<file path="src/rtl/pcmp_pkg.sv">
package pcmp_pkg;

    localparam int SAMPLE_W_DEF = 16;
    localparam int DIV_W_DEF    = 9;
    localparam int SYNC_RST     = 127;

    // format flags held while the port runs
    typedef struct packed {
        logic src_bus;
        logic cont;
        logic tx_late;
        logic rx_late;
    } fmt_t;

endpackage

</file>
<file path="src/rtl/pcmp_clkgen.sv">
module pcmp_clkgen #(
    parameter int DIV_W = 9
) (
    input  logic             clk,
    input  logic             rst,
    input  logic             active,
    input  logic             tick,
    input  logic [DIV_W-1:0] sclk_div,
    input  logic [DIV_W-1:0] sync_div,
    output logic             sclk,
    output logic             fsync,
    output logic             go_hi,
    output logic             go_lo,
    output logic [DIV_W-1:0] nxt_pos,
    output logic [DIV_W-1:0] cur_pos
);
    logic [DIV_W-1:0] hcnt;
    logic [DIV_W-1:0] pos;
    logic             phase;
    logic             fresh;
    logic             fs_q;
    logic             at_div;

    assign at_div  = active & tick & (hcnt == sclk_div);
    assign go_hi   = at_div & ~phase;
    assign go_lo   = at_div & phase;
    assign nxt_pos = (fresh || pos == sync_div) ? '0 : pos + DIV_W'(1);

    always_ff @(posedge clk) begin
        if (rst || !active) begin
            hcnt  <= '0;
            pos   <= '0;
            phase <= 1'b0;
            fresh <= 1'b1;
            fs_q  <= 1'b0;
        end else if (tick) begin
            if (hcnt == sclk_div) begin
                hcnt  <= '0;
                phase <= ~phase;
                if (!phase) begin
                    pos   <= nxt_pos;
                    fresh <= 1'b0;
                    fs_q  <= (nxt_pos == '0);
                end
            end else begin
                hcnt <= hcnt + DIV_W'(1);
            end
        end
    end

    assign sclk    = phase;
    assign fsync   = fs_q;
    assign cur_pos = pos;
endmodule

</file>
<file path="src/rtl/pcmp_tx.sv">
module pcmp_tx #(
    parameter int SAMPLE_W = 16,
    parameter int DIV_W    = 9
) (
    input  logic                clk,
    input  logic                rst,
    input  logic                enable,
    input  logic                late,
    input  logic                go_hi,
    input  logic [DIV_W-1:0]    nxt_pos,
    input  logic [SAMPLE_W-1:0] tx_data,
    input  logic                tx_valid,
    output logic                sdo,
    output logic                tx_ready,
    output logic                tx_starve
);
    logic [SAMPLE_W-1:0] sh;
    logic [SAMPLE_W-1:0] word;
    logic                load;

    assign load      = enable & go_hi & (nxt_pos == {{(DIV_W-1){1'b0}}, late});
    assign tx_ready  = load;
    assign tx_starve = load & ~tx_valid;
    assign word      = tx_valid ? tx_data : '0;

    always_ff @(posedge clk) begin
        if (rst || !enable) begin
            sh  <= '0;
            sdo <= 1'b0;
        end else if (go_hi) begin
            if (load) begin
                sdo <= word[SAMPLE_W-1];
                sh  <= word << 1;
            end else begin
                sdo <= sh[SAMPLE_W-1];
                sh  <= sh << 1;
            end
        end
    end
endmodule

</file>
<file path="src/rtl/pcmp_rx.sv">
module pcmp_rx #(
    parameter int SAMPLE_W = 16,
    parameter int DIV_W    = 9
) (
    input  logic                clk,
    input  logic                rst,
    input  logic                enable,
    input  logic                late,
    input  logic                go_lo,
    input  logic [DIV_W-1:0]    cur_pos,
    input  logic                sdi,
    input  logic                rx_ready,
    output logic [SAMPLE_W-1:0] rx_data,
    output logic                rx_valid
);
    localparam logic [DIV_W-1:0] LAST = DIV_W'(SAMPLE_W - 1);

    logic [DIV_W-1:0]    late_x;
    logic [DIV_W-1:0]    rel;
    logic                in_slot;
    logic [SAMPLE_W-1:0] sh;
    logic [SAMPLE_W-1:0] sh_nxt;

    assign late_x  = {{(DIV_W-1){1'b0}}, late};
    assign rel     = cur_pos - late_x;
    assign in_slot = (cur_pos >= late_x) && (rel <= LAST);
    assign sh_nxt  = {sh[SAMPLE_W-2:0], sdi};

    always_ff @(posedge clk) begin
        if (rst) begin
            sh       <= '0;
            rx_data  <= '0;
            rx_valid <= 1'b0;
        end else begin
            if (rx_valid && rx_ready) rx_valid <= 1'b0;
            if (enable && go_lo && in_slot) begin
                sh <= sh_nxt;
                if (rel == LAST) begin
                    rx_data  <= sh_nxt;
                    rx_valid <= 1'b1;
                end
            end
        end
    end
endmodule

</file>
<file path="src/rtl/pcm_master_port.sv">
module pcm_master_port
    import pcmp_pkg::*;
#(
    parameter int SAMPLE_W = SAMPLE_W_DEF,
    parameter int DIV_W    = DIV_W_DEF
) (
    input  logic                clk,
    input  logic                rst,
    input  logic                cfg_en,
    input  logic                cfg_tx_en,
    input  logic                cfg_rx_en,
    input  logic                cfg_sclk_en,
    input  logic                cfg_cont,
    input  logic                cfg_src_bus,
    input  logic [DIV_W-1:0]    cfg_sclk_div,
    input  logic [DIV_W-1:0]    cfg_sync_div,
    input  logic                cfg_tx_late,
    input  logic                cfg_rx_late,
    input  logic                aud_tick,
    input  logic [SAMPLE_W-1:0] tx_data,
    input  logic                tx_valid,
    output logic                tx_ready,
    output logic                tx_starve,
    output logic [SAMPLE_W-1:0] rx_data,
    output logic                rx_valid,
    input  logic                rx_ready,
    output logic                pcm_sclk,
    output logic                pcm_fsync,
    output logic                pcm_sdo,
    input  logic                pcm_sdi
);
    logic             run_q;
    fmt_t             fmt_q;
    logic [DIV_W-1:0] sdiv_q;
    logic [DIV_W-1:0] fdiv_q;
    logic             tick;
    logic             active;
    logic             go_hi;
    logic             go_lo;
    logic [DIV_W-1:0] nxt_pos;
    logic [DIV_W-1:0] cur_pos;

    // run stays up while any direction is still on; settings follow pins only when stopped
    always_ff @(posedge clk) begin
        if (rst) begin
            run_q  <= 1'b0;
            fmt_q  <= '0;
            sdiv_q <= '0;
            fdiv_q <= DIV_W'(SYNC_RST);
        end else begin
            run_q <= cfg_en | (run_q & (cfg_tx_en | cfg_rx_en));
            if (!run_q) begin
                fmt_q  <= '{src_bus: cfg_src_bus, cont: cfg_cont,
                           tx_late: cfg_tx_late, rx_late: cfg_rx_late};
                sdiv_q <= cfg_sclk_div;
                fdiv_q <= cfg_sync_div;
            end
        end
    end

    assign tick   = fmt_q.src_bus | aud_tick;
    assign active = run_q & cfg_sclk_en & (fmt_q.cont | cfg_tx_en | cfg_rx_en);

    pcmp_clkgen #(.DIV_W(DIV_W)) u_clkgen (
        .clk      (clk),
        .rst      (rst),
        .active   (active),
        .tick     (tick),
        .sclk_div (sdiv_q),
        .sync_div (fdiv_q),
        .sclk     (pcm_sclk),
        .fsync    (pcm_fsync),
        .go_hi    (go_hi),
        .go_lo    (go_lo),
        .nxt_pos  (nxt_pos),
        .cur_pos  (cur_pos)
    );

    pcmp_tx #(.SAMPLE_W(SAMPLE_W), .DIV_W(DIV_W)) u_tx (
        .clk       (clk),
        .rst       (rst),
        .enable    (active & cfg_tx_en),
        .late      (fmt_q.tx_late),
        .go_hi     (go_hi),
        .nxt_pos   (nxt_pos),
        .tx_data   (tx_data),
        .tx_valid  (tx_valid),
        .sdo       (pcm_sdo),
        .tx_ready  (tx_ready),
        .tx_starve (tx_starve)
    );

    pcmp_rx #(.SAMPLE_W(SAMPLE_W), .DIV_W(DIV_W)) u_rx (
        .clk      (clk),
        .rst      (rst),
        .enable   (active & cfg_rx_en),
        .late     (fmt_q.rx_late),
        .go_lo    (go_lo),
        .cur_pos  (cur_pos),
        .sdi      (pcm_sdi),
        .rx_ready (rx_ready),
        .rx_data  (rx_data),
        .rx_valid (rx_valid)
    );
endmodule

</file>
<file path="config.mk">
export PLATFORM = sky130hd
export DESIGN_NAME = pcm_master_port
export DESIGN_NICKNAME = d
export VERILOG_FILES = /design/src/rtl/pcmp_pkg.sv /design/src/rtl/pcmp_clkgen.sv /design/src/rtl/pcmp_tx.sv /design/src/rtl/pcmp_rx.sv /design/src/rtl/pcm_master_port.sv
export SDC_FILE = /design/constraint.sdc
export NUM_CORES = 1
export LEC_CHECK = 0
export ABC_AREA = 1
export BUFFER_PORTS_ARGS = -buffer_cell sky130_fd_sc_hd__buf_2
export CAP_MARGIN = 10
export CORE_AREA = 2 2 72 126
export DETAILED_ROUTE_END_ITERATION = 12
export DIE_AREA = 0 0 74 128
export GPL_TIMING_DRIVEN = 0
export PLACE_DENSITY = 0.75
export REMOVE_ABC_BUFFERS = 1
export SLEW_MARGIN = 30
export SYNTH_ARGS = -nofsm -noshare
export SYNTH_HDL_FRONTEND = slang
export SYNTH_SLANG_ARGS = --single-unit
</file>
<file path="constraint.sdc">
create_clock -name clk -period 3.85 [get_ports clk]
set_input_delay 0.1925 -clock clk [delete_from_list [all_inputs] [get_ports clk]]
set_output_delay 0.1925 -clock clk [all_outputs]
set_load 0.005 [all_outputs]
</file>
==> results.txt <==
The flow ran to the end, and the final reports show no timing, DRC or antenna violations. The critical path starts at u_clkgen.cur_pos[0]$_SDFFE_PP0P_. Data on the critical path arrives at its endpoint at 3.25 ns.

The largest total area in the synthesized netlist belongs to dfxtp_1. The count of buffers added by post-CTS timing repair for setup is 0. The area of the die came out at 9470 um2.

The non-filler instance count after layout is 825. The sum of buffers and inverters on the critical path came out at 2. The number of placed instances, taps included, is 809. In this run the most used layer during global routing was met2. The critical path is of the register to register type. Port buffering added 69 buffers. The share of synthesized area in the top cell type comes to 40.6%.

The iteration count of the initial detailed-routing pass came out at 5. The post-synthesis instance area is 4540 um2. The headroom to the max-slew limit came out at 45.6%. At the worst endpoint, the required time is 4.08 ns. The final critical-path share of the clock period is 78.6%. Setup repair after global routing left no endpoint under its margin. The startpoint type of the worst setup path is a register.

Sorting the synthesized cells by area gives the leading types as dfxtp_1 (41%), nand2_1 (11%), inv_1 (8.0%), a21oi_1 (5.8%), o21ai_0 (5.3%). The cell count after synthesis came out at 651. The clock tree skew after final layout is 0.00886 ns. The most used flip-flop cell after synthesis is dfxtp_1. Summed over all nets, the half-perimeter wirelength after detailed placement is 7330 um.

At the end of the flow, the number of nets in the layout was 755. The wire length of the first global-routing pass came out at 16,800 um. The worst hold path belongs to the class input pin to register. Entering global routing, the biggest net connects 45 pins. The startpoint of the worst register-to-register path is u_clkgen.cur_pos[0]$_SDFFE_PP0P_.

The total clock buffers created by CTS is 9. Traced cell by cell, the critical path runs through inv_2 > ha_1 > ha_1 > nand3_1 > o21ai_0 > nand3_1 > nor2_1 > nand2_1 > clkinv_1 > o21ai_0 > a21oi_1. The slew of the pin with the lowest slew margin is 0.817 ns. The synthesized area divided by synthesized cell count came out at 6.97 um2.

The clock latency on the worst-skew pair is 0.35 ns. The deepest level of the CTS H-tree came out at 3. The power density normalized to cell area came out at 387 nW/um2. The aggregate global routing overflow came out at 0. The delay contributed by the slowest stage of the critical path came out at 0.61 ns. The initial antenna violation count is 0.

The area overhead of the layout relative to synthesis is 14.5%. The number of sinks handled by clock tree synthesis is 92. The core region is 8500 um2. The post-cts resize count came out at 0. The leakage component of the power came out at 2.37 nW. The diode insertion count for antenna repair came out at 0. The number of global-route vias before repair came to 3,960.

Counting flops and latches in the post-synthesis netlist gives 92. After the first detailed-routing iteration, the DRC count stood at 176. The total number of yosys warnings is 0. The worst setup path is captured at a register. The global-route usage over all layers is 22.4%. The total via count after detailed routing is 4,159. The die extent in y is 128 um. The number of setup violations in the final report is 0.

At the end of routability-driven placement, the weighted congestion stood at 0.945. The slowest stage of the critical path is the clkinv_1 cell. The final core utilization is 61.2%.

Derived from the worst setup path, the maximum achievable clock frequency is 331 MHz. Hold is met by 0.0461 ns. The effective utilization at floorplan came out at 53.4%. The number of design rule violations left after detail routing is 0.

The portion of the post-synthesis area used by sequential elements came out at 40.6%. The kind of cell with the highest combined delay along the critical path is simple AND/OR/NAND/NOR gates. Buffers inserted to repair hold after CTS numbered 0. The final number of hold-violating endpoints came out at 0. The share of synthesized flip-flops with an asynchronous set or reset came out at 0%.

The standard-cell row count is 45. The final number of max-transition violations is 0. The remaining number of nets flagged by the antenna check after routing came out at 0. Along the worst path, the maximum fanout reaches 25. For met1 alone, demand over resource in global routing was 24.2%.

Across the run, the number of max-cap violations was 0. By instance count, the leading cell after synthesis is nand2_1. The hold path startpoint is cfg_sync_div[4].

The met3 track demand over resource came out at 5.11%. In the final layout, the share of cells above drive strength 1 is 15.7%. TritonCTS built the clock tree. The wire length reported by the detailed router is 9990 um. The width of the die is 74 um. The average vias per placed instance is 5.04. The number of ports placed on the die boundary came out at 70.

The shortest period the worst path allows is 3.02 ns. The number of buffers between clock root and the deepest sink is 2. The master cell of the clock root buffer is clkbuf_16. The global routing met2 resource utilization came out at 40.4%. For the final routed database, the setup TNS stands at 0 ns.

The total power came out at 0.00201 W. In this run, synthesis inferred 0 flip-flops with an integrated enable. After detailed routing, the average wire length per cell comes to 12.1 um. The worst IR drop on VDD came out at 326 uV.

Clock-pin slew was measured on the worst setup and hold paths at 0.07 ns. Counting instances in the post-synthesis netlist gives the leading cell types as nand2_1 (134), inv_1 (97), dfxtp_1 (92). The number of distinct library cells after synthesis came out at 35.
stage by stage:
stage | setup slack, ns | instance area [um2]
3_3_place_gp | 0.513 | 4890
2_1_floorplan | 1.23 | 4400
5_1_grt | 0.466 | 5200
4_1_cts | 0.644 | 5200
3_5_place_dp | 0.723 | 4900
6_report | 0.825 | 5200
metal layers:
metal | vias to the layer above | share of wire, %
li1 | 2182 | -
met1 | 1872 | 40
met2 | 91 | 53
met3 | 14 | 4.5
met4 | 0 | 1.6
met5 | - | 0
cell families after synthesis:
| group | after synthesis | synth area share, % |
|---|---|---|
| AO/OA/AOI/OAI | 116 | 13.8 |
| XOR/XNOR | 15 | 2.89 |
| adder cells (fa/ha/maj) | 4 | 1.10 |
| buffers and inverters | 137 | 12.0 |
| flip-flops | 92 | 40.6 |
| AND/OR/NAND/NOR | 287 | 29.6 |
layout make-up:
class                           count  area (um2)
Clock buffer                        9         225
Inverter                          109         409
Fill cell                         805        3300
Tap cell                          117         146
Clock inverter                      7        76.3
Sequential cell                    92        1840
Timing Repair Buffer               69         345
Multi-Input combinational cell    422        2150
power breakdown:
part           internal (W)  leakage [nW]  switching, W
Clock              0.000506         0.142      0.000377
Combinational     0.0000550          1.48     0.0000833
Sequential         0.000973         0.748     0.0000187
path summary, 6_finish.rpt:
kind,endpoint,slack (ns),depth (start not counted)
setup reg to reg,u_rx.sh[0]$_SDFFE_PP0N_,0.83,11
setup / recovery,u_rx.sh[0]$_SDFFE_PP0N_,0.83,11
hold reg to reg,u_rx.sh[14]$_SDFFE_PP0N_,0.46,2
hold / removal,fdiv_q[4]$_SDFFE_PP1N_,0.05,3
state kept, by name, indices dropped and copies added (netlist names), 4 cells and up:
register and flops:
fdiv_q 9, fmt_q 4, sdiv_q 9, u_clkgen.cur_pos 9, u_clkgen.hcnt 9, u_rx.rx_data 16
u_rx.sh 15, u_tx.sh 15
tightest hold or removal path: stages:
cell and delay [ns]:
buf_2 0.07, nand2_1 0.04, nand3_1 0.06
placed cells by master (no fill, tap or decap), drive strengths merged, types with 4 or more instances in the layout:
cell type  Yosys  routed
nor3          17      17
buf           11      69
ha             4       4
nand2        135     135
a211oi         6       6
a21oi         53      53
nand3         39      39
xnor2          7       7
o21ai         49      49
xor2           8       8
o21a           4       4
nor2          65      65
nand4         21      21
inv          106     107
dfxtp         92      92
clkbuf        17       9
clkinv         3       6
Power figures use the tool's default switching activity.
